===== src/rtl/bp_clamp_pkg.sv =====
package bp_clamp_pkg;
  typedef enum logic [1:0] {
    PH_IDLE  = 2'd0,
    PH_PLACE = 2'd1,
    PH_HOLD  = 2'd2
  } clamp_phase_t;

  // Midscale code for a converter of the given width: only the top bit set.
  function automatic logic [15:0] midscale_code(input int width);
    logic [15:0] v;
    v = '0;
    v[width-1] = 1'b1;
    return v;
  endfunction
endpackage


===== src/rtl/bp_sync_edge.sv =====
module bp_sync_edge #(
  parameter int SYNC_STAGES = 2
) (
  input  logic clk,
  input  logic rst_n,
  input  logic async_in,
  input  logic trail_is_fall,
  output logic trail_pulse
);
  localparam int CHAIN_LEN = SYNC_STAGES + 1;

  logic [CHAIN_LEN-1:0] chain_q;

  always_ff @(posedge clk or negedge rst_n) begin
    if (!rst_n) chain_q[0] <= 1'b0;
    else        chain_q[0] <= async_in;
  end

  for (genvar g = 1; g < CHAIN_LEN; g++) begin : g_chain
    always_ff @(posedge clk or negedge rst_n) begin
      if (!rst_n) chain_q[g] <= 1'b0;
      else        chain_q[g] <= chain_q[g-1];
    end
  end

  logic cur_lvl, prev_lvl;
  assign cur_lvl  = chain_q[SYNC_STAGES-1];
  assign prev_lvl = chain_q[SYNC_STAGES];

  assign trail_pulse = trail_is_fall ? (prev_lvl & ~cur_lvl)
                                     : (~prev_lvl & cur_lvl);
endmodule


===== src/rtl/bp_clamp_window.sv =====
module bp_clamp_window
  import bp_clamp_pkg::*;
#(
  parameter int CNT_W = 8
) (
  input  logic             clk,
  input  logic             rst_n,
  input  logic             trail_pulse,
  input  logic [CNT_W-1:0] place_cfg,
  input  logic [CNT_W-1:0] dur_cfg,
  output logic             win_active,
  output logic             placing
);
  localparam logic [CNT_W-1:0] ONE = CNT_W'(1);

  // A programmed zero is folded to one.
  function automatic logic [CNT_W-1:0] eff_count(input logic [CNT_W-1:0] v);
    return (v == '0) ? ONE : v;
  endfunction

  clamp_phase_t     phase_q;
  logic [CNT_W-1:0] cnt_q;

  always_ff @(posedge clk or negedge rst_n) begin
    if (!rst_n) begin
      phase_q <= PH_IDLE;
      cnt_q   <= '0;
    end else if (trail_pulse) begin
      phase_q <= PH_PLACE;
      cnt_q   <= eff_count(place_cfg);
    end else begin
      case (phase_q)
        PH_PLACE: begin
          if (cnt_q == ONE) begin
            phase_q <= PH_HOLD;
            cnt_q   <= eff_count(dur_cfg);
          end else begin
            cnt_q <= cnt_q - ONE;
          end
        end
        PH_HOLD: begin
          if (cnt_q == ONE) phase_q <= PH_IDLE;
          else              cnt_q   <= cnt_q - ONE;
        end
        default: phase_q <= PH_IDLE;
      endcase
    end
  end

  assign win_active = (phase_q == PH_HOLD);
  assign placing    = (phase_q == PH_PLACE);
endmodule


===== src/rtl/bp_ext_clamp.sv =====
module bp_ext_clamp #(
  parameter int SYNC_STAGES = 2
) (
  input  logic clk,
  input  logic rst_n,
  input  logic pin_in,
  input  logic act_low,
  output logic ext_act
);
  logic [SYNC_STAGES-1:0] pin_q;

  always_ff @(posedge clk or negedge rst_n) begin
    if (!rst_n) pin_q[0] <= 1'b0;
    else        pin_q[0] <= pin_in;
  end

  for (genvar g = 1; g < SYNC_STAGES; g++) begin : g_pin
    always_ff @(posedge clk or negedge rst_n) begin
      if (!rst_n) pin_q[g] <= 1'b0;
      else        pin_q[g] <= pin_q[g-1];
    end
  end

  assign ext_act = pin_q[SYNC_STAGES-1] ^ act_low;
endmodule


===== src/rtl/bp_clamp_timer.sv =====
module bp_clamp_timer
  import bp_clamp_pkg::*;
#(
  parameter int CNT_W       = 8,
  parameter int CODE_W      = 8,
  parameter int SYNC_STAGES = 2
) (
  input  logic              clk,
  input  logic              rst_n,
  input  logic              hsync_in,
  input  logic              ext_clamp_in,
  input  logic              sync_act_high,
  input  logic              clamp_src_ext,
  input  logic              ext_clamp_act_low,
  input  logic [CNT_W-1:0]  place_cfg,
  input  logic [CNT_W-1:0]  dur_cfg,
  input  logic              red_mid_sel,
  input  logic              blu_mid_sel,
  output logic              clamp_out,
  output logic [CODE_W-1:0] red_target,
  output logic [CODE_W-1:0] grn_target,
  output logic [CODE_W-1:0] blu_target
);
  localparam logic [CODE_W-1:0] MID_CODE = CODE_W'(midscale_code(CODE_W));

  function automatic logic [CODE_W-1:0] target_code(input logic mid_sel);
    return mid_sel ? MID_CODE : '0;
  endfunction

  // Named internal events, observed by the bound checker.
  logic trail_pulse;
  logic win_active;
  logic placing;
  logic ext_act;

  bp_sync_edge #(.SYNC_STAGES(SYNC_STAGES)) u_edge (
    .clk           (clk),
    .rst_n         (rst_n),
    .async_in      (hsync_in),
    .trail_is_fall (sync_act_high),
    .trail_pulse   (trail_pulse)
  );

  bp_clamp_window #(.CNT_W(CNT_W)) u_win (
    .clk         (clk),
    .rst_n       (rst_n),
    .trail_pulse (trail_pulse),
    .place_cfg   (place_cfg),
    .dur_cfg     (dur_cfg),
    .win_active  (win_active),
    .placing     (placing)
  );

  bp_ext_clamp #(.SYNC_STAGES(SYNC_STAGES)) u_ext (
    .clk     (clk),
    .rst_n   (rst_n),
    .pin_in  (ext_clamp_in),
    .act_low (ext_clamp_act_low),
    .ext_act (ext_act)
  );

  always_ff @(posedge clk or negedge rst_n) begin
    if (!rst_n) clamp_out <= 1'b0;
    else        clamp_out <= clamp_src_ext ? ext_act : win_active;
  end

  assign red_target = target_code(red_mid_sel);
  assign blu_target = target_code(blu_mid_sel);
  assign grn_target = '0;
endmodule


===== config.mk =====
export PLATFORM = sky130hd
export DESIGN_NAME = bp_clamp_timer
export DESIGN_NICKNAME = d
export VERILOG_FILES = /design/src/rtl/bp_clamp_pkg.sv /design/src/rtl/bp_sync_edge.sv /design/src/rtl/bp_clamp_window.sv /design/src/rtl/bp_ext_clamp.sv /design/src/rtl/bp_clamp_timer.sv
export SDC_FILE = /design/constraint.sdc
export NUM_CORES = 1
export LEC_CHECK = 0
export ABC_AREA = 1
export CORE_ASPECT_RATIO = 1.1
export CORE_MARGIN = 1.5
export CORE_UTILIZATION = 55
export CTS_CLUSTER_SIZE = 10
export DETAILED_ROUTE_END_ITERATION = 8
export DONT_BUFFER_PORTS = 1
export PLACE_DENSITY = 0.7
export SLEW_MARGIN = 20
export SYNTH_ARGS = -nofsm -noshare
export SYNTH_HDL_FRONTEND = slang
export SYNTH_HIERARCHICAL = 1
export SYNTH_SLANG_ARGS = --single-unit

===== constraint.sdc =====
create_clock -name clk -period 2.7 [get_ports clk]
set_input_delay 0.135 -clock clk [delete_from_list [all_inputs] [get_ports clk]]
set_output_delay 0.135 -clock clk [all_outputs]
set_load 0.05 [all_outputs]

==> results.md, run 1 <==
Yosys:
- The combinational family with the most area after synthesis is simple AND/OR/NAND/NOR gates.
- The adder and majority gate portion of the synthesized area is 1.95%.
- Measured against the total synthesized area, the mux share comes to 0%.
- Yosys printed 6 warnings.
- The cell area after synthesis is 0.00128 mm2.
- The count of state elements after synthesis is 16.
- The average cell area after synthesis is 6.97 um2.
- The simple-gate area share of the yosys netlist is 37.4%.
- The compound-cell area share of the yosys netlist is 3.90%.
- Synthesis instantiated 28 different standard cells from the library.
- The instance count of the mapped netlist is 184.
- The xor and xnor fraction of the mapped netlist area is 2.05%.
- The sequential fraction of the synthesis area is 31.2%.

Drt:
- The remaining design rule violation count is 0.
- The detail route stage leaves a number of antenna-violating nets equal to 0.
- In the routed layout, each cell is associated on average with a via count of 4.76.
- The mean routed wirelength per cell is 10.7 um.
- The detailed-routing iteration count for the pre-antenna-repair pass is 4.
- For this block, the via count after detailed routing is 1,029.
- The DRC violation total after the first TritonRoute iteration is 14.
- The wire length reported by the detailed router is 2.32 mm.

Power:
- The internal power of the cells totals 0.557 mW.
- Sequential cells account for 39.0% of the total power.
- Net switching is 46.5% of the power.
- Total power for the finished layout comes to 1.04 mW.
- In this run the static leakage power is 0.710 nW.
- For this design the ratio of total power to cell area is 821 mW/mm2.
- Of the total power, the clock network draws 15.7%.
- IR analysis of the VDD net gives a maximum drop of 612 uV.
- Per report_power, the combinational group accounts for 45.4% of the total.
- The net switching power is 0.484 mW.

Finish:
- The final instance count without filler cells is 216.
- Fill cells in the final layout number 232.
- The area of the multi-input gates is 663 um2.
- The register area is 400 um2.
- The layout cell share with drive strength beyond 1 is 7.53%.
- The number of nets at the end of the flow is 214.
- The number of antenna cells inserted is 0.
- Compared with the post-synthesis result, the final layout area differs by -1.17%.

Hold path:
- The startpoint identified for the worst hold timing path is dur_cfg[2].
- The worst min-delay path class is in -> reg.
- The cell depth of the worst min-delay path is 4.
- The worst-case hold path end point is u_win/cnt_q[2].

Critical path:
- The critical path goes through nand3_1 > nand2_1 > inv_1 > nand2_1 > nor2_4 > nor2_1 > o21ai_1 > nand2_1.
- The critical path start-end classification is reg -> reg.
- In this run the critical register-to-register path is launched from u_edge/prev_lvl.
- The worst setup path is launched from a flip-flop.
- The endpoint identified for the worst register-to-register timing path is u_win/cnt_q[0].
- The setup check on the worst reg-to-reg path leaves a slack of 0.86 ns.
- The kind of cell with the highest combined delay on the critical path is simple AND/OR/NAND/NOR gates.
- The number of buffers and inverters on the critical path is 1.
- The cell type with the highest occurrence count on the critical path is sky130_fd_sc_hd__nand2_1.
- The largest individual stage delay along the critical path comes from the cell sky130_fd_sc_hd__dfrtp_1.
- On the worst path, the slowest cell contributes a delay of 0.41 ns.
- The highest fanout seen on the critical path is 15.
- The capturing element type of the critical path is a flip-flop.
- The arrival time of data at the critical path endpoint is 2.02 ns.
- The number of cell instances on the worst register-to-register path is 8.
- The critical path required time is 2.88 ns.

Global route:
- The initial antenna violation count is 0.
- Global routing consumed, over all layers together, 20.3% of the routing resources.
- The via count of the first global-routing pass was 972.
- The pin count of the biggest net entering global routing is 17.
- Global routing finished with a remaining overflow of 0.
- The first-pass GRT wire length is 4.04 mm.

Clocking:
- The number of clock buffers added by TritonCTS is 3.
- The insertion delay of the later-clocked pin in the worst-skew pair is 0.29 ns.
- The clock slew seen by the registers of the worst setup and hold paths is 0.10 ns.
- TritonCTS built the clock tree.
- The maximum level of the CTS H-tree is 1.
- Counting every sink on the clock net gives 16.
- The cell sitting at the root of the clock tree is a sky130_fd_sc_hd__clkbuf_4.
- The maximum root-to-sink buffer count is 2.

STA:
- Adding up every negative setup slack in the final design gives 0 ns.
- The number of hold violations in the final report is 0.
- The count of pins over their slew limit is 0.
- The final-layout worst hold slack is 0.0523 ns.
- Measured against its own limit, the worst slew margin works out to 49.7%.
- Static timing analysis puts the maximum clock frequency at 0.544 GHz.
- The setup skew after layout is 0.00640 ns.
- The fraction of the cycle the final worst path needs is 68.1%.
- At the pin with the least slew margin, the transition time is 0.752 ns.
- The minimum period implied by the final worst setup slack is 1.84 ns.
- The final setup violation count is 0.
- Setup repair after global routing left no endpoint under its margin.

Floorplan:
- The die is 49.0 um wide.
- The initialized floorplan defines 18 standard-cell rows.
- In this run the vertical extent of the chip is 53.6 um.
- The floorplan step defined a die boundary enclosing 0.00263 mm2.
- Once the floorplan was initialized, standard cells occupied 57.5% of the core.
- The I/O pin count is 50.
- The area of the core is 0.00223 mm2.

Place:
- Routability-driven placement finished with a final weighted congestion of 0.799.
- In this run the tool buffered the top-level ports with 0 buffer cells.
- Detailed placement ended at an HPWL of 1.81 mm.
- Once placement completed, the tool counted placed cells totaling 208.

Run:
- The number of violations of the max-capacitance limit is 0.

Run status:
- The flow ran to the end, and the final reports show no timing, DRC or antenna violations.
-- per-stage QoR --
stage	setup WS (ns)	cell area, um2	util, %
floorplan	1.25	1360	-
global placement	0.994	1190	53.4
detailed placement	0.893	1190	53.4
CTS	0.874	1270	56.8
global route	0.612	1270	56.8
finish	0.860	1270	56.8
-- worst max-delay path by stage --
stage | startpoint | end | slack, ns | cells past startpoint
floorplan | u_win/cnt_q[1] | u_win/cnt_q[0] | 1.25 | 10
global placement | u_edge/cur_lvl | u_win/cnt_q[4] | 0.99 | 8
detailed placement | u_edge/cur_lvl | u_win/cnt_q[0] | 0.89 | 9
CTS | u_edge/cur_lvl | u_win/cnt_q[0] | 0.87 | 9
global route | u_edge/cur_lvl | u_win/cnt_q[0] | 0.61 | 9
finish | u_edge/prev_lvl | u_win/cnt_q[0] | 0.86 | 8
-- cell usage in the layout, fill, tap and decap left out, drive strengths merged, types with 2 or more instances in the layout --
| master | instances |
|---|---|
| nand3 | 14 |
| ha | 2 |
| nor3 | 5 |
| nor2 | 27 |
| xnor2 | 2 |
| dlygate4sd3 | 4 |
| inv | 23 |
| nand2 | 51 |
| a21oi | 5 |
| dfrtp | 16 |
| clkbuf | 4 |
| o21ai | 3 |
| conb | 22 |
| nand4 | 2 |
-- cells in the mapped netlist --
master,instances,share of area (%)
sky130_fd_sc_hd__nand3_1,14,5.5
sky130_fd_sc_hd__nand4_1,2,0.98
sky130_fd_sc_hd__inv_1,23,6.7
sky130_fd_sc_hd__a21oi_2,1,0.68
sky130_fd_sc_hd__or2_2,1,0.49
sky130_fd_sc_hd__a21oi_1,4,1.6
sky130_fd_sc_hd__nor3_1,5,2.0
sky130_fd_sc_hd__nor2_4,4,3.5
sky130_fd_sc_hd__xnor2_1,2,1.4
sky130_fd_sc_hd__ha_1,2,2.0
sky130_fd_sc_hd__a31oi_1,1,0.49
sky130_fd_sc_hd__clkinv_1,1,0.29
sky130_fd_sc_hd__nand2_2,1,0.49
sky130_fd_sc_hd__o21ai_0,1,0.39
sky130_fd_sc_hd__nand2_4,1,0.88
sky130_fd_sc_hd__and2_1,1,0.49
sky130_fd_sc_hd__nand2_1,49,14
sky130_fd_sc_hd__nor2_8,1,1.6
sky130_fd_sc_hd__dfrtp_1,16,31
sky130_fd_sc_hd__buf_2,1,0.39
sky130_fd_sc_hd__o21ai_1,2,0.78
sky130_fd_sc_hd__nor2_2,1,0.49
sky130_fd_sc_hd__nand3b_1,1,0.59
sky130_fd_sc_hd__conb_1,1,0.29
sky130_fd_sc_hd__buf_6,2,1.8
sky130_fd_sc_hd__xor2_1,1,0.68
sky130_fd_sc_hd__buf_4,24,14
sky130_fd_sc_hd__nor2_1,21,6.1
-- flip-flops by register name, summed over array words and instances (netlist names) --
register         flops
clamp_out            1
u_edge/chain_q       1
u_edge/cur_lvl       1
u_edge/prev_lvl      1
u_ext/pin_q          2
u_win/cnt_q          8
u_win/phase_q        2
-- tightest hold or removal path, stage by stage --
cell and delay [ns]:
sky130_fd_sc_hd__nand2_1 0.03, sky130_fd_sc_hd__nand3_1 0.05, sky130_fd_sc_hd__nand2_1 0.05, sky130_fd_sc_hd__nand2_1 0.05
-- cells by family after synthesis --
logic type	after synthesis
simple gates	102
compound gates	9
flops	16
fa+ha+maj	2
other cells	1
xor+xnor	3
buf+inv	51
-- routing by layer --
layer / vias up / wire length (um) / global-route usage (%)
li1: 522 / - / -
met1: 461 / 1020 / 25.6
met2: 44 / 1130 / 35.2
met3: 2 / 159 / 3.06
met4: 0 / 15 / 9.05
met5: - / 0 / 0
-- area by class of cell --
cell class | instances | share of cell area (%)
Multi-Input combinational cell | 138 | 52.3
Clock buffer | 4 | 2.86
Sequential cell | 16 | 31.6
Timing Repair Buffer | 4 | 3.16
Inverter | 24 | 7.11
Tap cell | 30 | 2.96
-- power by group through the flow --
stage / clock network, mW / logic, mW / registers, mW
after floorplan: 0 / 0.442 / 0.387
after global placement: 0 / 0.457 / 0.406
after detailed placement: 0 / 0.463 / 0.410
after CTS: 0.166 / 0.475 / 0.405
after global routing: 0.178 / 0.544 / 0.414
final: 0.163 / 0.472 / 0.406
-- what timing repair did --
item | CTS | global route
hold buffers | 4 | 0
gates resized for setup | 0 | 0
hold endpoints to repair | 19 | 0
setup buffers | 0 | 0
setup endpoints to repair | 0 | 0
(Power assumes the default switching activity.)
==> run 2: changes to the inputs <==
ABC_AREA = 0   (was 1)
clock period = 1.85 ns   (was 2.7 ns; I/O delays follow)
==> results.md, run 2 <==
Run status:
- The run finished, with violations left.
- The checks that failed: setup timing.

Place:
- The post-placement cell count is 176 (-15%).
- The placed wire-length estimate was 2.28 mm (+26%).
- The routability-driven placement congestion ratio came to 0.988 (+24%).
- The number of buffers inserted by port buffering was 0 (unchanged).
- The post-place instance area was 0.00128 mm2 (+7.5%).
- The worst slack at placement came to -0.0875 ns (-0.980 ns).

STA:
- Setup repair after global routing could not meet its margin everywhere.
- The setup skew after layout was 0.0181 ns (+0.0117 ns).
- The fraction of the cycle the final worst path needs is 102% (+34 points).
- The count of pins over their slew limit is 0 (unchanged).
- The number of hold violations in the final report is 0 (unchanged).
- The final setup violation count is 3 (+3).
- The transition time at the pin with the least slew margin is 0.762 ns (+0.0100 ns).
- The worst-case headroom to the max-slew limit was 49.0% (-0.67 points).
- The minimum period implied by the final worst setup slack is 1.88 ns (+0.0431 ns).
- The maximum achievable frequency is 0.531 GHz (-2.3%).
- The minimum setup slack in the final design came to -0.0329 ns (-0.893 ns).
- The summed negative setup slack over all endpoints is -0.0927 ns (-0.0927 ns).

Power:
- The overall power consumption is 1.54 mW (+48%).
- The power density normalized to cell area is 1050 mW/mm2 (+27%).
- The maximum ir drop on the vdd rail is 757 uV (+24%).
- The leakage power is 0.648 nW (-8.8%).

Drt:
- The remaining design rule violation count is 0 (unchanged).
- The detailed-routing iteration count for the pre-antenna-repair pass was 4 (unchanged).
- The mean routed wirelength per cell is 16.9 um (+58%).
- The detailed-route vias per instance is 5.78 (+21%).
- The DRC violation total after the first TritonRoute iteration is 38 (+24).
- The residual antenna-violating net count after detailed routing is 0 (unchanged).
- The via count is 1,104 (+7.3%).
- The wire length reported by the detailed router came to 3.24 mm (+39%).

Finish:
- The flip-flop count of the largest register after layout is 8 (unchanged).
- The final instance count without filler cells is 191 (-12%).
- The layout cell share with drive strength beyond 1 came to 25.2% (+18 points).
- The cell area after layout is 0.00148 mm2 (+16%).
- The largest registers in the layout are u_win/cnt_q (8), u_ext/pin_q (2), u_win/phase_q (2).
- The area growth from synthesis to layout is 22.9%.
- The number of filler cells placed in the layout was 157 (-32%).
- The number of nets at the end of the flow came to 191 (-11%).
- The number of antenna cells inserted is 0 (unchanged).
- The most common library cell in the layout ignoring fill and taps is sky130_fd_sc_hd__conb_1.
- The top cell types in the final layout, fill and taps aside, are sky130_fd_sc_hd__conb_1 (22), sky130_fd_sc_hd__buf_4 (21), sky130_fd_sc_hd__dfrtp_1 (16).
- Counting flops per register, the top entry is u_win/cnt_q.

Clocking:
- The clock tree from TritonCTS is yes.
- The tree is rooted in a sky130_fd_sc_hd__clkbuf_4.
- The clock slew seen by the registers of the worst setup and hold paths came to 0.11 ns (about the same).
- The number of buffers inserted during clock tree synthesis is 3 (unchanged).
- The number of clock sinks is 16 (unchanged).
- The insertion delay of the later-clocked pin in the worst-skew pair is 0.31 ns (+0.02 ns).
- The maximum level of the CTS H-tree is 1 (unchanged).
- The maximum root-to-sink buffer count is 2 (unchanged).

Critical path:
- The signal on the critical path passes through inv_2 > ha_4 > or4b_4 > o21ai_4 > a21oi_2 > a221o_1.
- The register-to-register setup slack is -0.03 ns (-0.89 ns).
- The largest stage delay on the critical path is 0.52 ns (+0.11 ns).
- The capturing element type of the critical path is a flip-flop.
- The critical path start-end classification is reg -> reg.
- The critical path required time came to 2.06 ns (-0.82 ns).
- The kind of cell with the highest combined delay on the critical path is compound AO/OA/AOI/OAI gates.
- The number of cell instances on the worst register-to-register path was 6 (-2).
- The launch instance of the worst register-to-register path is u_win/cnt_q[1].
- STA classifies the critical path startpoint as a flip-flop.
- The buffers plus inverters on the worst setup path is 1 (unchanged).
- In this run the critical register-to-register path is captured at u_win/cnt_q[1].
- The arrival time of data at the critical path endpoint is 2.09 ns (+0.07 ns).
- The cell with the largest stage delay on the worst path is sky130_fd_sc_hd__or4b_4.
- The highest fanout seen on the critical path came to 6 (-9).

Global route:
- The via count of the first global-routing pass is 1,078 (+11%).
- The pin count of the biggest net entering global routing is 17 (unchanged).
- The initial antenna violation count was 0 (unchanged).
- The overall overflow remaining after global route is 0 (unchanged).
- The overall global routing resource usage is 29.7% (+9.4 points).
- The first-pass GRT wire length came to 5.15 mm (+28%).

Yosys:
- The count of state elements after synthesis is 16 (unchanged).
- The instance count of the mapped netlist came to 134 (-27%).
- The commonest cells after synthesis are sky130_fd_sc_hd__buf_4 (24), sky130_fd_sc_hd__dfrtp_1 (16), sky130_fd_sc_hd__nor4_1 (11).
- The Yosys warning count was 6 (unchanged).
- The most common flop cell mapped by yosys is sky130_fd_sc_hd__dfrtp_1.
- The share of synthesized flip-flops with an asynchronous set or reset came to 100% (unchanged).
- The most repeated cell in the gate-level netlist after synthesis is sky130_fd_sc_hd__buf_4.
- The sequential fraction of the synthesis area is 33.3% (+2.1 points).
- The largest total area in the synthesized netlist belongs to sky130_fd_sc_hd__dfrtp_1.
- The number of synthesized flops with an enable pin is 0 (unchanged).
- By area the synthesized netlist is led by sky130_fd_sc_hd__dfrtp_1 (33%), sky130_fd_sc_hd__buf_4 (15%), sky130_fd_sc_hd__nor4_1 (5.7%).
- The cell area after synthesis is 0.00120 mm2 (-6.3%).
- The number of different library cells in the post-synthesis netlist is 38 (+36%).
- The average cell area after synthesis is 8.96 um2 (+29%).
- The share of the synthesized area in the top cell type is 33.3% (+2.1 points).

Hold path:
- For hold timing, the worst endpoint is u_win/cnt_q[2].
- The worst hold path belongs to the class in -> reg.
- The cell depth of the worst min-delay path was 2 (-2).
- The launch point of the worst hold path is dur_cfg[2].

Floorplan:
- The vertical die dimension was 52.0 um (-3.0%).
- The area of the die was 0.00247 mm2 (-6.0%).
- The I/O pin count is 50 (unchanged).
- The effective utilization at floorplan is 58.8% (+1.3 points).
- The area of the core is 0.00204 mm2 (-8.4%).
- The width of the die is 47.6 um (-3.0%).
- The number of core rows is 17 (-1).

Run:
- The number of violations of the max-capacitance limit was 0 (unchanged).
run 2: cell types whose count changed after synthesis, moves of 4 or more:
cell,previous run,this run
sky130_fd_sc_hd__o21ai_0,1,5
sky130_fd_sc_hd__nand2_1,49,4
sky130_fd_sc_hd__inv_1,23,6
sky130_fd_sc_hd__nor2_4,4,0
sky130_fd_sc_hd__nor2_1,21,8
sky130_fd_sc_hd__nand3_1,14,2
sky130_fd_sc_hd__nor4_1,0,11
sky130_fd_sc_hd__a211oi_1,0,4
run 2: routing by layer:
layer / GRT usage (%) / routed length [um]
met4: 11.7 / 130
met3: 5.90 / 238
met1: 38.9 / 1310
met2: 46.8 / 1560
met5: 0 / 0
run 2: what timing repair did:
item / 4_1_cts / 5_1_grt
resized for setup: 2 / 8
hold endpoints to repair: 24 / 1
buffers inserted: 0 / 1
pin swaps: 1 / 2
setup endpoints to repair: 8 / 8
hold buffers: 9 / 1
run 2: cell type report:
cell class	count	area, um2	area share [%]
clock buffer	4	36.3	2.46
inverter	6	22.5	1.53
multi-input combinational	105	713	48.3
sequential	16	400	27.1
tap	28	35.0	2.37
timing repair buffer	32	269	18.2
run 2: worst register-to-register path: cells and delay by family (launching register included):
family                   cells  cell delay [ns]
AO/OA/AOI/OAI                3             0.64
adder cells (fa/ha/maj)      1             0.13
buffers and inverters        1             0.08
flip-flops                   1             0.41
AND/OR/NAND/NOR              1             0.52
run 2: where the power goes:
| group | switching (mW) | leakage [nW] | internal [mW] | total [mW] |
|---|---|---|---|---|
| clock network | 0.125 | 0.0210 | 0.120 | 0.245 |
| logic | 0.424 | 0.442 | 0.349 | 0.772 |
| registers | 0.0924 | 0.185 | 0.435 | 0.528 |
| total | 0.641 | 0.648 | 0.904 | 1.54 |
run 2: stage by stage:
step	hold WS (ns)	util, %
floorplan	-0.203	-
global placement	-0.203	62.7
detailed placement	-0.203	62.7
CTS	0.00210	69.2
global route	0.0220	72.3
finish	0.0140	72.3
run 2: logic make-up (layout without fill, tap and decap cells):
family	Yosys count	count (layout)	synth area share (%)
fa+ha+maj	2	2	2.08
flops	16	16	33.3
buf+inv	34	42	18.2
compound gates	29	29	18.0
xor+xnor	3	3	2.19
other cells	1	22	0.312
simple gates	45	45	22.1
mux	4	4	3.75
run 2: worst max path at each step:
stage                   startpoint        endpoint  slack (ns)  cells past startpoint
floorplan           u_win/cnt_q[1]  u_win/cnt_q[1]       -0.01                      7
global route        u_win/cnt_q[1]  u_win/cnt_q[1]       -0.09                      6
CTS                 u_win/cnt_q[1]  u_win/cnt_q[7]       -0.02                      6
global placement    u_win/cnt_q[1]  u_win/cnt_q[7]       -0.05                      6
finish              u_win/cnt_q[1]  u_win/cnt_q[1]       -0.03                      6
detailed placement  u_win/cnt_q[1]  u_win/cnt_q[7]       -0.09                      6
==> run 3: changes to the inputs <==
GPL_TIMING_DRIVEN = 0   (was default)
==> results.md, run 3 (synthesized netlist as in run 2, its figures left out) <==
Run status:
- The run finished, with violations left.
- The final reports fail on setup timing.

Global route:
- The overall global routing resource usage is 29.4% (-0.31 points).
- The initial antenna violation count was 0 (unchanged).
- The pin count of the biggest net entering global routing is 17 (unchanged).
- The first-pass GRT wire length is 5.11 mm (-0.81%).
- The overall overflow remaining after global route is 0 (unchanged).
- The via count of the first global-routing pass is 1,150 (+6.7%).

Clocking:
- The clock tree from TritonCTS is yes.
- The number of buffers inserted during clock tree synthesis is 3 (unchanged).
- The number of clock sinks is 16 (unchanged).
- The maximum level of the CTS H-tree is 1 (unchanged).
- The clock slew seen by the registers of the worst setup and hold paths was 0.10 ns (about the same).
- The insertion delay of the later-clocked pin in the worst-skew pair was 0.30 ns (about the same).
- The maximum root-to-sink buffer count is 2 (unchanged).
- The cell at the root of the clock tree is sky130_fd_sc_hd__clkbuf_4.

Hold path:
- The worst-case hold path end point is u_win/cnt_q[7].
- The worst min-delay path class is in -> reg.
- The cell depth of the worst min-delay path is 2 (unchanged).
- The launch point of the worst hold path is place_cfg[7].

STA:
- The final-layout worst hold slack came to 0.0111 ns (-0.00295 ns).
- The number of hold violations in the final report is 0 (unchanged).
- The count of pins over their slew limit was 0 (unchanged).
- The worst-case headroom to the max-slew limit came to 48.6% (-0.40 points).
- The transition time at the pin with the least slew margin was 0.768 ns (+0.00602 ns).
- The fraction of the cycle the final worst path needs is 106% (+4.7 points).
- The minimum period implied by the final worst setup slack is 1.97 ns (+0.0861 ns).
- The setup skew after layout is 0.0136 ns (-0.00449 ns).
- Setup repair after global routing could not meet its margin everywhere.
- The maximum achievable frequency is 0.508 GHz (-4.4%).
- The final setup violation count came to 7 (+4).
- The minimum setup slack in the final design was -0.119 ns (-0.0861 ns).

Power:
- The overall power consumption is 1.63 mW (+5.6%).
- The leakage power came to 0.730 nW (+13%).
- The power density normalized to cell area is 1010 mW/mm2 (-3.0%).
- The maximum ir drop on the vdd rail was 703 uV (-7.2%).

Place:
- The number of buffers inserted by port buffering is 0 (unchanged).
- The routability-driven placement congestion ratio came to 0.899 (-9.0%).
- The placed wire-length estimate is 2.19 mm (-3.9%).
- The post-placement cell count came to 183 (+4.0%).

Run:
- The number of violations of the max-capacitance limit is 0 (unchanged).

Critical path:
- The startpoint identified for the worst register-to-register timing path is u_win/cnt_q[1].
- STA classifies the critical path startpoint as a flip-flop.
- The capturing element type of the critical path is a flip-flop.
- The endpoint identified for the worst register-to-register timing path is u_win/cnt_q[1].
- The number of cell instances on the worst register-to-register path was 6 (unchanged).
- The arrival time of data at the critical path endpoint is 2.16 ns (+0.07 ns).
- The register-to-register setup slack is -0.12 ns (-0.09 ns).
- The highest fanout seen on the critical path is 6 (unchanged).
- The critical path is of the reg -> reg type.
- The critical path required time is 2.04 ns (-0.02 ns).

Finish:
- The register area is 404 um2 (+0.94%).
- Leaving out fill and tap cells, the most frequent cell in the layout is sky130_fd_sc_hd__buf_4.
- The number of filler cells placed in the layout came to 148 (-5.7%).
- The area of the multi-input gates is 751 um2 (+5.3%).
- The final instance count without filler cells is 206 (+7.9%).
- In the final layout, the registers with the most flip-flops are u_win/cnt_q (8), u_ext/pin_q (2), u_win/phase_q (2).
- Ranked by flip-flop count, first place goes to u_win/cnt_q.
- The layout cell share with drive strength beyond 1 is 35.4% (+10 points).
- Leaving out fill and tap cells, the most frequent cells in the layout are sky130_fd_sc_hd__buf_4 (37), sky130_fd_sc_hd__conb_1 (22), sky130_fd_sc_hd__dfrtp_1 (13).
- The number of nets at the end of the flow is 207 (+8.4%).
- The flip-flop count of the largest register after layout is 8 (unchanged).
- The number of antenna cells inserted was 0 (unchanged).
- Compared with the post-synthesis result, the final layout area differs by 33.9%.

Drt:
- The residual antenna-violating net count after detailed routing is 0 (unchanged).
- The mean routed wirelength per cell is 17.6 um (+3.6%).
- The via count is 1,229 (+11%).
- The detailed-route vias per instance is 5.97 (+3.2%).
- The detailed-routing iteration count for the pre-antenna-repair pass is 4 (unchanged).
- The wire length reported by the detailed router is 3.62 mm (+12%).
- The remaining design rule violation count is 0 (unchanged).
- The DRC violation total after the first TritonRoute iteration is 40 (+5.3%).

Floorplan:
- The vertical die dimension came to 52.0 um (unchanged).
- The area of the core is 0.00204 mm2 (unchanged).
- The number of core rows is 17 (unchanged).
- The width of the die came to 47.6 um (unchanged).
- The effective utilization at floorplan is 58.8% (unchanged).
- The I/O pin count is 50 (unchanged).
- The area of the die is 0.00247 mm2 (unchanged).
run 3: per-layer routing:
| metal | vias up | routed length, um | global-route usage (%) |
|---|---|---|---|
| met4 | 0 | 148 | 17.1 |
| met3 | 16 | 360 | 6.25 |
| met1 | 583 | 1220 | 32.2 |
| met2 | 88 | 1890 | 50.0 |
| li1 | 542 | - | - |
| met5 | - | 0 | 0 |
run 3: critical path, stage by stage, from the launching register on:
cell and delay (ns):
sky130_fd_sc_hd__dfrtp_1 0.41, sky130_fd_sc_hd__inv_2 0.08, sky130_fd_sc_hd__ha_4 0.12, sky130_fd_sc_hd__or4b_4 0.52, sky130_fd_sc_hd__o21ai_4 0.27, sky130_fd_sc_hd__a21oi_4 0.13, sky130_fd_sc_hd__a221o_1 0.33
run 3: repair_timing:
item                                   in CTS  in global routing
setup buffers                               9                  5
gates resized for setup                    12                 11
hold buffers                                7                  0
setup endpoints to repair                   8                  8
pin swaps                                   5                  5
endpoints found under the hold margin      22                  0
run 3: layout make-up:
| cell class | count | area share [%] |
|---|---|---|
| buffer | 27 | 12.1 |
| clock buffer | 3 | 1.40 |
| sequential | 16 | 25.1 |
| multi-input combinational | 105 | 46.7 |
| inverter | 6 | 1.40 |
| tap | 28 | 2.18 |
| timing repair buffer | 21 | 11.1 |
run 3: worst max path at each step:
stage	to	slack, ns	cells after the start	start
floorplan	u_win/cnt_q[1]	-0.01	7	u_win/cnt_q[1]
global placement	u_win/cnt_q[3]	-0.16	7	u_win/cnt_q[1]
detailed placement	u_win/cnt_q[3]	-0.17	7	u_win/cnt_q[1]
CTS	u_win/cnt_q[1]	-0.1	6	u_win/cnt_q[1]
global route	u_win/cnt_q[2]	-0.18	6	u_win/cnt_q[1]
finish	u_win/cnt_q[1]	-0.12	6	u_win/cnt_q[1]
run 3: power breakdown:
| group | switching [mW] | total, mW | internal (mW) | leakage (nW) |
|---|---|---|---|---|
| sequential | 0.152 | 0.593 | 0.441 | 0.182 |
| clock | 0.116 | 0.192 | 0.0758 | 0.0138 |
| combinational | 0.443 | 0.848 | 0.405 | 0.535 |
run 3: through the flow:
stage               util (%)  setup TNS, ns  area, um2  worst slack, ns
detailed placement      64.9         -0.904       1330           -0.169
global route            78.7          -1.03       1610           -0.183
floorplan                  -        -0.0128       1290          -0.0128
global placement        64.9         -0.923       1330           -0.160
CTS                     74.9         -0.328       1530          -0.0952
finish                  78.7         -0.595       1610           -0.119
